`src/rtl/dm_pkg.sv`:
```
package dm_pkg;

    localparam int GLYPH_COLS = 5;
    localparam int GLYPH_ROWS = 7;
    localparam int NUM_GLYPHS = 11;
    localparam int CH_W       = $clog2(NUM_GLYPHS);
    localparam int COL_W      = $clog2(GLYPH_COLS);

    typedef logic [CH_W-1:0]       glyph_idx_t;
    typedef logic [COL_W-1:0]      col_idx_t;
    typedef logic [GLYPH_ROWS-1:0] slice_t;
    typedef logic [GLYPH_COLS-1:0] col_bus_t;

    // Registered state of the scan output stage
    typedef struct packed {
        col_idx_t idx;
        col_bus_t col_n;
        slice_t   row;
    } scan_state_t;

    // Glyph bitmaps, packed with column C5 in the top slot and C1 at the bottom
    function automatic slice_t glyph_slice(input glyph_idx_t ch, input col_idx_t col);
        logic [GLYPH_COLS*GLYPH_ROWS-1:0] g;
        case (ch)
            4'd0:    g = {7'h3E, 7'h45, 7'h49, 7'h51, 7'h3E};
            4'd1:    g = {7'h00, 7'h40, 7'h7F, 7'h42, 7'h00};
            4'd2:    g = {7'h46, 7'h49, 7'h51, 7'h61, 7'h42};
            4'd3:    g = {7'h31, 7'h4B, 7'h45, 7'h41, 7'h21};
            4'd4:    g = {7'h10, 7'h7F, 7'h12, 7'h14, 7'h18};
            4'd5:    g = {7'h39, 7'h45, 7'h45, 7'h45, 7'h27};
            4'd6:    g = {7'h30, 7'h49, 7'h49, 7'h4A, 7'h3C};
            4'd7:    g = {7'h03, 7'h05, 7'h09, 7'h71, 7'h01};
            4'd8:    g = {7'h36, 7'h49, 7'h49, 7'h49, 7'h36};
            4'd9:    g = {7'h1E, 7'h29, 7'h49, 7'h49, 7'h06};
            4'd10:   g = {7'h7E, 7'h11, 7'h11, 7'h11, 7'h7E};
            default: g = '0;
        endcase
        if (int'(col) < GLYPH_COLS) begin
            return g[int'(col)*GLYPH_ROWS +: GLYPH_ROWS];
        end
        return '0;
    endfunction

endpackage

```
`src/rtl/dm_scan_timer.sv`:
```
module dm_scan_timer #(
    parameter int DIV_MAX = 50000
) (
    input  logic clk_i,
    input  logic rst_ni,
    output logic tick_o
);
    localparam int CW = (DIV_MAX > 2) ? $clog2(DIV_MAX) : 1;
    localparam logic [CW-1:0] LAST = CW'(DIV_MAX - 1);

    logic [CW-1:0] cnt_d, cnt_q;

    always_comb begin
        tick_o = (cnt_q == LAST);
        cnt_d  = tick_o ? '0 : cnt_q + 1'b1;
    end

    always_ff @(posedge clk_i or negedge rst_ni) begin
        if (!rst_ni) cnt_q <= '0;
        else         cnt_q <= cnt_d;
    end

    assert_div_range_R3: assert property (@(posedge clk_i) disable iff (!rst_ni)
        cnt_q <= LAST);
    assert_div_restart_R3: assert property (@(posedge clk_i) disable iff (!rst_ni)
        tick_o |=> (cnt_q == '0) && !tick_o);
endmodule

```
`src/rtl/dm_key_edge.sv`:
```
module dm_key_edge #(
    parameter int SYNC_STAGES = 2
) (
    input  logic clk_i,
    input  logic rst_ni,
    input  logic key_i,
    input  logic mode_i,
    output logic press_o,
    output logic down_o
);
    typedef struct packed {
        logic [SYNC_STAGES:0]   key_sh;
        logic [SYNC_STAGES-1:0] mode_sh;
    } sync_t;

    sync_t s_d, s_q;

    always_comb begin
        s_d.key_sh  = {s_q.key_sh[SYNC_STAGES-1:0], key_i};
        s_d.mode_sh = {s_q.mode_sh[SYNC_STAGES-2:0], mode_i};
        press_o     = s_q.key_sh[SYNC_STAGES-1] & ~s_q.key_sh[SYNC_STAGES];
        down_o      = s_q.mode_sh[SYNC_STAGES-1];
    end

    always_ff @(posedge clk_i or negedge rst_ni) begin
        if (!rst_ni) s_q <= '0;
        else         s_q <= s_d;
    end

    assert_single_pulse_R4: assert property (@(posedge clk_i) disable iff (!rst_ni)
        press_o |=> !press_o);
endmodule

```
`src/rtl/dm_char_counter.sv`:
```
module dm_char_counter
    import dm_pkg::*;
(
    input  logic       clk_i,
    input  logic       rst_ni,
    input  logic       press_i,
    input  logic       down_i,
    output glyph_idx_t ch_o
);
    localparam glyph_idx_t LAST = glyph_idx_t'(NUM_GLYPHS - 1);

    glyph_idx_t ch_d, ch_q;

    always_comb begin
        ch_d = ch_q;
        if (press_i) begin
            if (down_i) ch_d = (ch_q == '0)   ? LAST : ch_q - 1'b1;
            else        ch_d = (ch_q == LAST) ? '0   : ch_q + 1'b1;
        end
    end

    always_ff @(posedge clk_i or negedge rst_ni) begin
        if (!rst_ni) ch_q <= '0;
        else         ch_q <= ch_d;
    end

    assign ch_o = ch_q;

    assert_step_up_R5: assert property (@(posedge clk_i) disable iff (!rst_ni)
        (press_i && !down_i) |=>
            ch_q == (($past(ch_q) == LAST) ? glyph_idx_t'(0) : glyph_idx_t'($past(ch_q) + 1'b1)));
    assert_step_down_R5: assert property (@(posedge clk_i) disable iff (!rst_ni)
        (press_i && down_i) |=>
            ch_q == (($past(ch_q) == '0) ? LAST : glyph_idx_t'($past(ch_q) - 1'b1)));
    assert_hold_R4: assert property (@(posedge clk_i) disable iff (!rst_ni)
        !press_i |=> $stable(ch_q));
    assert_range_R5: assert property (@(posedge clk_i) disable iff (!rst_ni)
        ch_q <= LAST);
endmodule

```
`src/rtl/dm_font_rom.sv`:
```
module dm_font_rom
    import dm_pkg::*;
(
    input  glyph_idx_t ch_i,
    input  col_idx_t   col_i,
    output slice_t     slice_o
);
    always_comb slice_o = glyph_slice(ch_i, col_i);
endmodule

```
`src/rtl/dm_matrix_scanner.sv`:
```
module dm_matrix_scanner
    import dm_pkg::*;
#(
    parameter int DIV_MAX     = 50000,
    parameter int SYNC_STAGES = 2
) (
    input  logic       clk_i,
    input  logic       rst_ni,
    input  logic       key_i,
    input  logic       mode_i,
    output logic [4:0] col_n_o,
    output logic [6:0] row_o
);
    localparam col_idx_t LAST_COL = col_idx_t'(GLYPH_COLS - 1);

    logic       tick, press, down;
    glyph_idx_t ch;
    slice_t     slice;
    scan_state_t st_d, st_q;

    dm_scan_timer #(.DIV_MAX(DIV_MAX)) u_timer (
        .clk_i(clk_i), .rst_ni(rst_ni), .tick_o(tick));

    dm_key_edge #(.SYNC_STAGES(SYNC_STAGES)) u_key (
        .clk_i(clk_i), .rst_ni(rst_ni), .key_i(key_i), .mode_i(mode_i),
        .press_o(press), .down_o(down));

    dm_char_counter u_chars (
        .clk_i(clk_i), .rst_ni(rst_ni), .press_i(press), .down_i(down), .ch_o(ch));

    dm_font_rom u_font (
        .ch_i(ch), .col_i(st_q.idx), .slice_o(slice));

    // Columns and rows are loaded together so they can never disagree
    always_comb begin
        st_d = st_q;
        if (tick) begin
            st_d.col_n = ~(col_bus_t'(1) << st_q.idx);
            st_d.row   = slice;
            st_d.idx   = (st_q.idx == LAST_COL) ? '0 : st_q.idx + 1'b1;
        end
    end

    always_ff @(posedge clk_i or negedge rst_ni) begin
        if (!rst_ni) begin
            st_q.idx   <= '0;
            st_q.col_n <= '1;
            st_q.row   <= '0;
        end else begin
            st_q <= st_d;
        end
    end

    assign col_n_o = st_q.col_n;
    assign row_o   = st_q.row;

    function automatic col_bus_t ring_next(input col_bus_t c);
        return (c == '1) ? col_bus_t'(5'b11110) : {c[GLYPH_COLS-2:0], c[GLYPH_COLS-1]};
    endfunction

    assert_one_col_R2: assert property (@(posedge clk_i) disable iff (!rst_ni)
        $onehot0(~st_q.col_n));
    assert_ring_order_R2: assert property (@(posedge clk_i) disable iff (!rst_ni)
        tick |=> st_q.col_n == ring_next($past(st_q.col_n)));
    assert_dark_idle_R1: assert property (@(posedge clk_i) disable iff (!rst_ni)
        (st_q.col_n == '1) |-> (st_q.row == '0));
    assert_hold_between_ticks_R6: assert property (@(posedge clk_i) disable iff (!rst_ni)
        !tick |=> $stable(st_q.col_n) && $stable(st_q.row));
endmodule

```
`config.mk`:
```
export PLATFORM = sky130hd
export DESIGN_NAME = dm_matrix_scanner
export DESIGN_NICKNAME = d
export VERILOG_FILES = /design/src/rtl/dm_pkg.sv /design/src/rtl/dm_scan_timer.sv /design/src/rtl/dm_key_edge.sv /design/src/rtl/dm_char_counter.sv /design/src/rtl/dm_font_rom.sv /design/src/rtl/dm_matrix_scanner.sv
export SDC_FILE = /design/constraint.sdc
export NUM_CORES = 1
export LEC_CHECK = 0
export ABC_AREA = 1
export BUFFER_PORTS_ARGS = -buffer_cell sky130_fd_sc_hd__buf_4
export CAP_MARGIN = 20
export CORE_AREA = 2 2 100 102
export DETAILED_ROUTE_END_ITERATION = 16
export DIE_AREA = 0 0 102 104
export PLACE_DENSITY_LB_ADDON = 0.1
export SYNTH_ARGS = -nofsm -noshare
export SYNTH_HDL_FRONTEND = slang
export SYNTH_SLANG_ARGS = --single-unit
```
`constraint.sdc`:
```
create_clock -name clk_i -period 2.1 [get_ports clk_i]
set_clock_uncertainty 0.05 [all_clocks]
set_input_delay 0.21 -clock clk_i [delete_from_list [all_inputs] [get_ports clk_i]]
set_output_delay 0.21 -clock clk_i [all_outputs]
set_load 0.005 [all_outputs]
```
==> results of run 1 <==
## registers in the layout, indices dropped and copies added (netlist names)
signal / flops
u_key.s_d: 3
row_o: 7
u_timer.cnt_q: 16
u_key.s_q: 1
col_n_o: 5
st_q: 3
u_key.down_o: 1
u_chars.ch_o: 4
## final cells by class
| class | instances | area (sq um) | area share (%) |
|---|---|---|---|
| Inverter | 43 | 164 | 5.28 |
| Tap cell | 133 | 166 | 5.37 |
| Clock buffer | 5 | 68.8 | 2.22 |
| Timing Repair Buffer | 24 | 188 | 6.05 |
| Sequential cell | 40 | 1010 | 32.5 |
| Clock inverter | 3 | 46.3 | 1.49 |
| Multi-Input combinational cell | 284 | 1460 | 47.1 |
## layer usage
layer	routed length (um)	vias to the layer above	global-route usage, %
li1	-	1234	-
met4	133	0	4.86
met1	3220	1122	18.0
met2	3170	51	21.8
met5	0	-	0
met3	276	11	2.76
## power groups by stage
stage                     combinational, mW  clock (mW)  sequential [mW]
after floorplan                       0.619           0            0.846
after global placement                0.835           0            0.861
after detailed placement              0.815           0            0.863
after CTS                             0.824       0.713            0.847
after global routing                  0.947       0.735            0.854
final                                 0.826       0.681            0.846
## synth_stat cells, types with 8 or more instances
master | n | share of area (%)
nand2_1 | 107 | 14
a21oi_1 | 11 | 2.0
nor2_1 | 59 | 8.0
ha_1 | 20 | 9.0
buf_4 | 13 | 3.5
nand3_1 | 30 | 5.4
inv_1 | 30 | 4.1
inv_2 | 12 | 1.6
dfrtp_1 | 35 | 32
o21ai_1 | 16 | 2.9
xor2_1 | 8 | 2.5
o21ai_0 | 9 | 1.6
## stage by stage
stage	utilization, %	instances
floorplan	-	387
global placement	31.0	521
detailed placement	31.0	521
CTS	32.5	532
global route	32.5	532
finish	32.5	532
## cells by family (layout without fill, tap and decap cells)
family,count (synthesis),after routing
simple gates,211,211
fa+ha+maj,20,20
buf+inv,63,75
compound gates,44,44
xor+xnor,9,9
flops,40,40
## path summary, 6_finish.rpt
kind | depth (start not counted) | to | start
hold / removal | 0 | u_key.down_o | u_key.s_d[1]
setup / recovery | 9 | row_o[4] | u_chars.ch_o[1]
min in group asynchronous | 2 | u_chars.ch_o[1] | rst_ni
hold reg to reg | 0 | u_key.down_o | u_key.s_d[1]
setup reg to reg | 9 | row_o[4] | u_chars.ch_o[1]
max in group asynchronous | 2 | u_timer.cnt_q[14] | rst_ni
==> flow_metrics.env, run 1 <==
export IMPL_status="complete, no violations"
export IMPL_synth_xor_area_share_pct=2.84
export IMPL_mostFrequentLayoutCells="nand2_1, nor2_1, dfrtp_1, inv_1, nand3_1"
export IMPL_final_common_cell="nand2_1"
export IMPL_crit_fanout=9
export IMPL_worst_slack_ps=203
export IMPL_path_clk_slew_ps=100
export IMPL_fp_dieW_um=102
export IMPL_period_minus_slack_ps=1900
export IMPL_nets=422
export IMPL_drive_above_1_share_pct=14.8
export IMPL_routed_wl_um=6800
export IMPL_cap_violations=0
export IMPL_coreArea_sq_um=9550
export IMPL_initial_core_util_pct=29.1
export IMPL_timing_final_crit_share_pct=90.3
export IMPL_antenna_found_initial=0
export IMPL_placed_cell_area_sq_um=2960
export IMPL_cp_buffers_inverters=2
export IMPL_rsz0062_at_grt="no"
export IMPL_synth_compound_area_share_pct=8.65
export IMPL_cts_hold_buf=3
export IMPL_overflow=0
export IMPL_drc_errors=0
export IMPL_setup_viol=0
export IMPL_cts_sinks=40
export IMPL_critPathCaptureType="flop"
export IMPL_grt_pass1_vias=2318
export IMPL_syn_area_sq_um=2780
export IMPL_h_tree_depth=2
export IMPL_syn_inst=387
export IMPL_gp_congestion=0.858
export IMPL_crit_required_ps=2260
export IMPL_yosysWarningCount=0
export IMPL_cellPowerDensity_nw_per_um2=759
export IMPL_grt_total_usage_pct=13.6
export IMPL_seqPwrFrac_pct=35.9
export IMPL_synthMuxAreaShare_pct=0
export IMPL_crit_path_frequent_cell="nand2_1"
export IMPL_p_switching_uw=930
export IMPL_grt_pass1_wl_um=11400
export IMPL_hpwlAfterDp_um=5120
export IMPL_ys_types=31
export IMPL_slew_violations=0
export IMPL_min_path_type="flop to flop"
export IMPL_dr_first_iter_drc_count=96
export IMPL_synth_edf_count=0
export IMPL_synth_top_family_by_area="simple AND/OR/NAND/NOR gates"
export IMPL_slowest_stage="dfrtp_1"
export IMPL_syn_nets=411
export IMPL_internal_power_mw=1.42
export IMPL_rrSetupSlack_ps=200
export IMPL_synth_avg_cell_area_sq_um=7.18
export IMPL_post_drt_wl_per_cell_um=12.8
export IMPL_clk_latency_ps=310
export IMPL_cts_tree="built"
export IMPL_design_portCount=16
export IMPL_fillers=1067
export IMPL_slowest_delay_ps=450
export IMPL_worst_pin_slew_ps=553
export IMPL_ant_nets=0
export IMPL_total_power_mw=2.35
export IMPL_critPathArrivalTime_ps=2050
export IMPL_placementRows=36
export IMPL_whs_ps=303
export IMPL_crit_chain="inv_1 > ha_1 > inv_1 > nand2_1 > nand3_1 > nand3_1 > nand2_1 > o21ai_2 > nand2_1"
export IMPL_pre_cts_ws_ps=242
export IMPL_diodes=0
export IMPL_area_growth_pct=11.7
export IMPL_peakVddDrop_mv=0.254
export IMPL_crit_path_start_kind="flop"
export IMPL_critPathTopFamily="flip-flops"
export IMPL_leakagePower_nw=1.54
export IMPL_synth_adder_area_share_pct=9.01
export IMPL_ys_seq_area_share_pct=36.3
export IMPL_ys_flop_type="dfrtp_1"
export IMPL_stdcell_area_sq_um=3100
export IMPL_die_y_um=104
export IMPL_worstSetupPathType="flop to flop"
export IMPL_hold_viol=0
export IMPL_ys_seq_elements=40
export IMPL_max_clock_path_buffers=2
export IMPL_yosys_area_share_simple_pct=32.1
export IMPL_clkPwrFrac_pct=28.9
export IMPL_synthArstFlopShare_pct=100
export IMPL_via_count=2418
export IMPL_switching_share_pct=39.5
export IMPL_fin_tns_setup_ps=0
export IMPL_grt_max_degree=41
export IMPL_first_pass_iters=4
export IMPL_post_cts_buffers=0
export IMPL_vias_per_cell=4.55
export IMPL_cts_root_buf="clkbuf_8"
export IMPL_die_area_sq_um=10600
export IMPL_port_buffers=15
export IMPL_cts_buffers=5
export IMPL_post_cts_resize_count=0
export IMPL_pwr_share_comb_pct=35.1
export IMPL_slew_limit_headroom_pct=63.2
export IMPL_fmax_ghz=0.527
Power figures use the tool's default switching activity.
==> run 2: changes to the inputs <==
- CORE_AREA: 2 2 100 102 -> 2 2 68 70
- DIE_AREA: 0 0 102 104 -> 0 0 70 72
- clock period: 2.1 -> 2.3 ns (I/O delays scaled with it)
==> flow_metrics.env, run 2 (same netlist as run 1, synthesis figures left out) <==
export IMPL_status="complete, no violations"
export IMPL_grt_pass1_vias=2223
export IMPL_cts_buffers=5
export IMPL_cts_tree="built"
export IMPL_h_tree_depth=2
export IMPL_port_buffers=15
export IMPL_critPathCaptureType="flop"
export IMPL_min_path_type="flop to flop"
export IMPL_vias_per_cell=5.33
export IMPL_diodes=0
export IMPL_die_area_sq_um=5040
export IMPL_grt_pass1_wl_um=10200
export IMPL_cts_sinks=40
export IMPL_max_clock_path_buffers=2
export IMPL_crit_path_start_kind="flop"
export IMPL_post_drt_wl_per_cell_um=13.1
export IMPL_path_clk_slew_ps=90
export IMPL_crit_required_ps=2450
export IMPL_dr_first_iter_drc_count=234
export IMPL_peakVddDrop_mv=0.555
export IMPL_ant_nets=0
export IMPL_worstSetupPathType="flop to flop"
export IMPL_leakagePower_nw=1.52
export IMPL_via_count=2382
export IMPL_cts_root_buf="clkbuf_8"
export IMPL_grt_max_degree=41
export IMPL_cellPowerDensity_nw_per_um2=711
export IMPL_drc_errors=0
export IMPL_initial_core_util_pct=65.1
export IMPL_regMostFlops="u_timer.cnt_q"
export IMPL_die_y_um=72
export IMPL_gp_congestion=0.981
export IMPL_mostFrequentLayoutCells="nand2_1, nor2_1, dfrtp_1, inv_1, nand3_1"
export IMPL_rsz0062_at_grt="no"
export IMPL_slew_limit_headroom_pct=65.6
export IMPL_area_growth_pct=6.94
export IMPL_overflow=0
export IMPL_worst_pin_slew_ps=516
export IMPL_fp_dieW_um=70
export IMPL_fmax_ghz=0.531
export IMPL_critPathArrivalTime_ps=2030
export IMPL_timing_final_crit_share_pct=81.9
export IMPL_hpwlAfterDp_um=4300
export IMPL_setup_viol=0
export IMPL_coreArea_sq_um=4260
export IMPL_fin_tns_setup_ps=0
export IMPL_drive_above_1_share_pct=13.9
export IMPL_crit_fanout=9
export IMPL_antenna_found_initial=0
export IMPL_first_pass_iters=5
export IMPL_grt_total_usage_pct=25.2
export IMPL_hold_viol=0
export IMPL_routed_wl_um=5850
export IMPL_slew_violations=0
export IMPL_nets=418
export IMPL_final_core_util_pct=69.7
export IMPL_clk_latency_ps=300
export IMPL_largest_reg_flops=16
export IMPL_cap_violations=0
export IMPL_design_portCount=16
export IMPL_placementRows=24
export IMPL_final_common_cell="nand2_1"
export IMPL_period_minus_slack_ps=1880
==> run 2: changes by cell type in the layout (fill, tap and decap cells not counted) <==
| cell | previous run | this run |
|---|---|---|
| buf_4 | 21 | 17 |
==> run 2: layer usage <==
layer  routed length (um)  GRT usage [%]  share of wire, %  vias up
li1                     -              -                 -     1224
met1                 2860           34.9                49     1063
met2                 2530           40.5                43       83
met3                  351           5.28               6.0       12
met4                  107           7.26               1.8        0
met5                    0              0                 0        -
==> run 2: timing repair <==
item / CTS / global route
hold buffers: 3 / 0
resized for setup: 0 / 0
buffers inserted: 0 / 0
endpoints found under the hold margin: 37 / 0
==> run 2: worst paths after layout <==
kind,startpoint,endpoint,slack [ps],cells past startpoint
worst max-delay path,u_chars.ch_o[0],row_o[2],420,9
max in group asynchronous,rst_ni,u_key.s_d[4],1440,2
worst max register to register,u_chars.ch_o[0],row_o[2],420,9
min in group asynchronous,rst_ni,u_chars.ch_o[0],390,2
worst min-delay path,u_key.s_d[1],u_key.down_o,310,0
worst min register to register,u_key.s_d[1],u_key.down_o,310,0
==> run 2: metrics by stage <==
step           std cells  hold slack, ps  total power, mW  instance area, sq um  setup slack (ps)
6_report             447             306             2.11                  2970               415
5_1_grt              447             311             2.26                  2970               313
4_1_cts              447             309             2.11                  2970               471
3_5_place_dp         436             186             1.51                  2830               490
3_3_place_gp         436             182             1.51                  2830               484
2_1_floorplan        387            -116             1.34                  2780               731
==> run 2: worst max-delay path, cell delays in order (launching register included) <==
cell     delay [ps]
dfrtp_1         550
ha_1            280
inv_1            60
ha_1            190
nor2_1          200
nor2_1           80
a21oi_1         140
nor2_1           90
nand3_1          90
nand2_1          50
==> run 2: where the power goes <==
part | leakage [nW] | switching [mW] | internal, mW
clock network | 0.0548 | 0.267 | 0.327
logic | 0.960 | 0.494 | 0.237
registers | 0.507 | 0.0570 | 0.731
==> run 2: cell type report <==
type	instances	area, sq um
Multi-Input combinational cell	284	1460
Fill cell	363	1290
Clock buffer	5	68.8
Sequential cell	40	1010
Clock inverter	3	46.3
Inverter	43	164
Timing Repair Buffer	20	158
Tap cell	52	65.1
==> run 3: changes to the inputs <==
- CORE_AREA: 2 2 68 70 -> 2 2 75 77
- DIE_AREA: 0 0 70 72 -> 0 0 77 79
- clock period: 2.3 -> 1.6 ns (I/O delays scaled with it)
==> flow_metrics.env, run 3 (same netlist as run 1, synthesis figures left out) <==
export IMPL_status="complete, no violations"
export IMPL_h_tree_depth=2
export IMPL_rsz0062_at_grt="yes"
export IMPL_vias_per_cell=5.00
export IMPL_fmax_ghz=0.650
export IMPL_dr_first_iter_drc_count=124
export IMPL_cts_buffers=5
export IMPL_mostFrequentLayoutCells="nand2_1, nor2_1, buf_4, dfrtp_1, nand3_1"
export IMPL_period_minus_slack_ps=1540
export IMPL_post_drt_wl_per_cell_um=12.9
export IMPL_critPathCaptureType="flop"
export IMPL_die_y_um=79
export IMPL_path_clk_slew_ps=80
export IMPL_overflow=0
export IMPL_crit_path_start_kind="flop"
export IMPL_grt_total_usage_pct=22.3
export IMPL_gp_congestion=0.962
export IMPL_worstSetupPathType="flop to flop"
export IMPL_worst_pin_slew_ps=508
export IMPL_coreArea_sq_um=5340
export IMPL_hold_viol=0
export IMPL_routed_wl_um=6320
export IMPL_cellPowerDensity_nw_per_um2=1010
export IMPL_port_buffers=15
export IMPL_critPathTopFamily="simple AND/OR/NAND/NOR gates"
export IMPL_final_core_util_pct=62.1
export IMPL_whs_ps=302
export IMPL_nets=441
export IMPL_drive_above_1_share_pct=24.6
export IMPL_initial_core_util_pct=52.0
export IMPL_drc_errors=0
export IMPL_cts_sinks=40
export IMPL_fillers=490
export IMPL_slowest_delay_ps=460
export IMPL_clk_latency_ps=290
export IMPL_fp_dieW_um=77
export IMPL_crit_required_ps=1780
export IMPL_regMostFlops="u_timer.cnt_q"
export IMPL_antenna_found_initial=0
export IMPL_grt_pass1_vias=2412
export IMPL_critPathArrivalTime_ps=1720
export IMPL_hpwlAfterDp_um=4700
export IMPL_final_common_cell="nand2_1"
export IMPL_grt_pass1_wl_um=10900
export IMPL_ant_nets=0
export IMPL_first_pass_iters=4
export IMPL_cts_tree="built"
export IMPL_cap_violations=0
export IMPL_die_area_sq_um=6080
export IMPL_placementRows=27
export IMPL_slowest_stage="dfrtp_2"
export IMPL_crit_chain="inv_4 > buf_6 > ha_4 > inv_1 > nand2_2 > nand2_2 > nor2_2 > nor2_1 > nor2_1 > nand3_1 > nand2_1"
export IMPL_setup_viol=0
export IMPL_stdcell_area_sq_um=3310
export IMPL_peakVddDrop_mv=0.562
export IMPL_fin_tns_setup_ps=0
export IMPL_largest_reg_flops=16
export IMPL_design_portCount=16
export IMPL_via_count=2449
export IMPL_min_path_type="flop to flop"
export IMPL_timing_final_crit_share_pct=96.1
export IMPL_leakagePower_nw=1.65
export IMPL_crit_fanout=5
export IMPL_grt_max_degree=41
export IMPL_cts_root_buf="clkbuf_8"
export IMPL_placed_cell_area_sq_um=3030
export IMPL_cp_buffers_inverters=3
export IMPL_area_growth_pct=19.3
export IMPL_slew_violations=0
export IMPL_diodes=0
export IMPL_max_clock_path_buffers=2
export IMPL_slew_limit_headroom_pct=66.1
-- run 3: cell count changes in the layout (fill, tap and decap cells not counted), sizes merged --
cell and delta:
buf +23, clkinv +1, inv -1
-- run 3: layout make-up --
class | instances | area (sq um) | share of cell area, %
Clock buffer | 5 | 68.8 | 2.08
Clock inverter | 3 | 42.5 | 1.28
Inverter | 43 | 171 | 5.17
Multi-Input combinational cell | 284 | 1580 | 47.7
Sequential cell | 40 | 1010 | 30.5
Tap cell | 72 | 90.1 | 2.72
Timing Repair Buffer | 43 | 350 | 10.6
-- run 3: stage by stage --
step           power (mW)  cells  setup slack (ps)
2_1_floorplan        1.92    387              30.6
3_3_place_gp         2.29    478             -21.1
3_5_place_dp         2.29    478             -39.9
4_1_cts              3.19    489              29.5
5_1_grt              3.57    490             -46.3
6_report             3.33    490              62.4
-- run 3: worst paths after layout --
kind,end,cells past startpoint,from,slack (ps)
setup / recovery,row_o[3],11,u_chars.ch_o[1],60
hold / removal,u_key.down_o,0,u_key.s_d[1],300
setup reg to reg,row_o[3],11,u_chars.ch_o[1],60
hold reg to reg,u_key.down_o,0,u_key.s_d[1],300
max in group asynchronous,u_chars.ch_o[1],2,rst_ni,790
min in group asynchronous,row_o[1],2,rst_ni,320
-- run 3: what timing repair did --
| action | in CTS | in global routing |
|---|---|---|
| endpoints found under the setup margin | 4 | 25 |
| hold buffers | 3 | 0 |
| setup buffers | 0 | 1 |
| endpoints found under the hold margin | 37 | 0 |
| pin swaps | 0 | 14 |
| gates resized for setup | 2 | 35 |
-- run 3: where the power goes --
group          internal (mW)  total [mW]  switching [mW]
logic                  0.543        1.38           0.837
registers               1.05        1.12          0.0670
clock network          0.462       0.831           0.370
total                   2.06        3.33            1.27
-- run 3: layer usage --
| metal | vias to the layer above | wire [um] | track usage (%) |
|---|---|---|---|
| li1 | 1273 | - | - |
| met1 | 1105 | 2980 | 29.8 |
| met2 | 59 | 2970 | 38.5 |
| met3 | 12 | 229 | 3.30 |
| met4 | 0 | 136 | 5.54 |
| met5 | - | 0 | 0 |
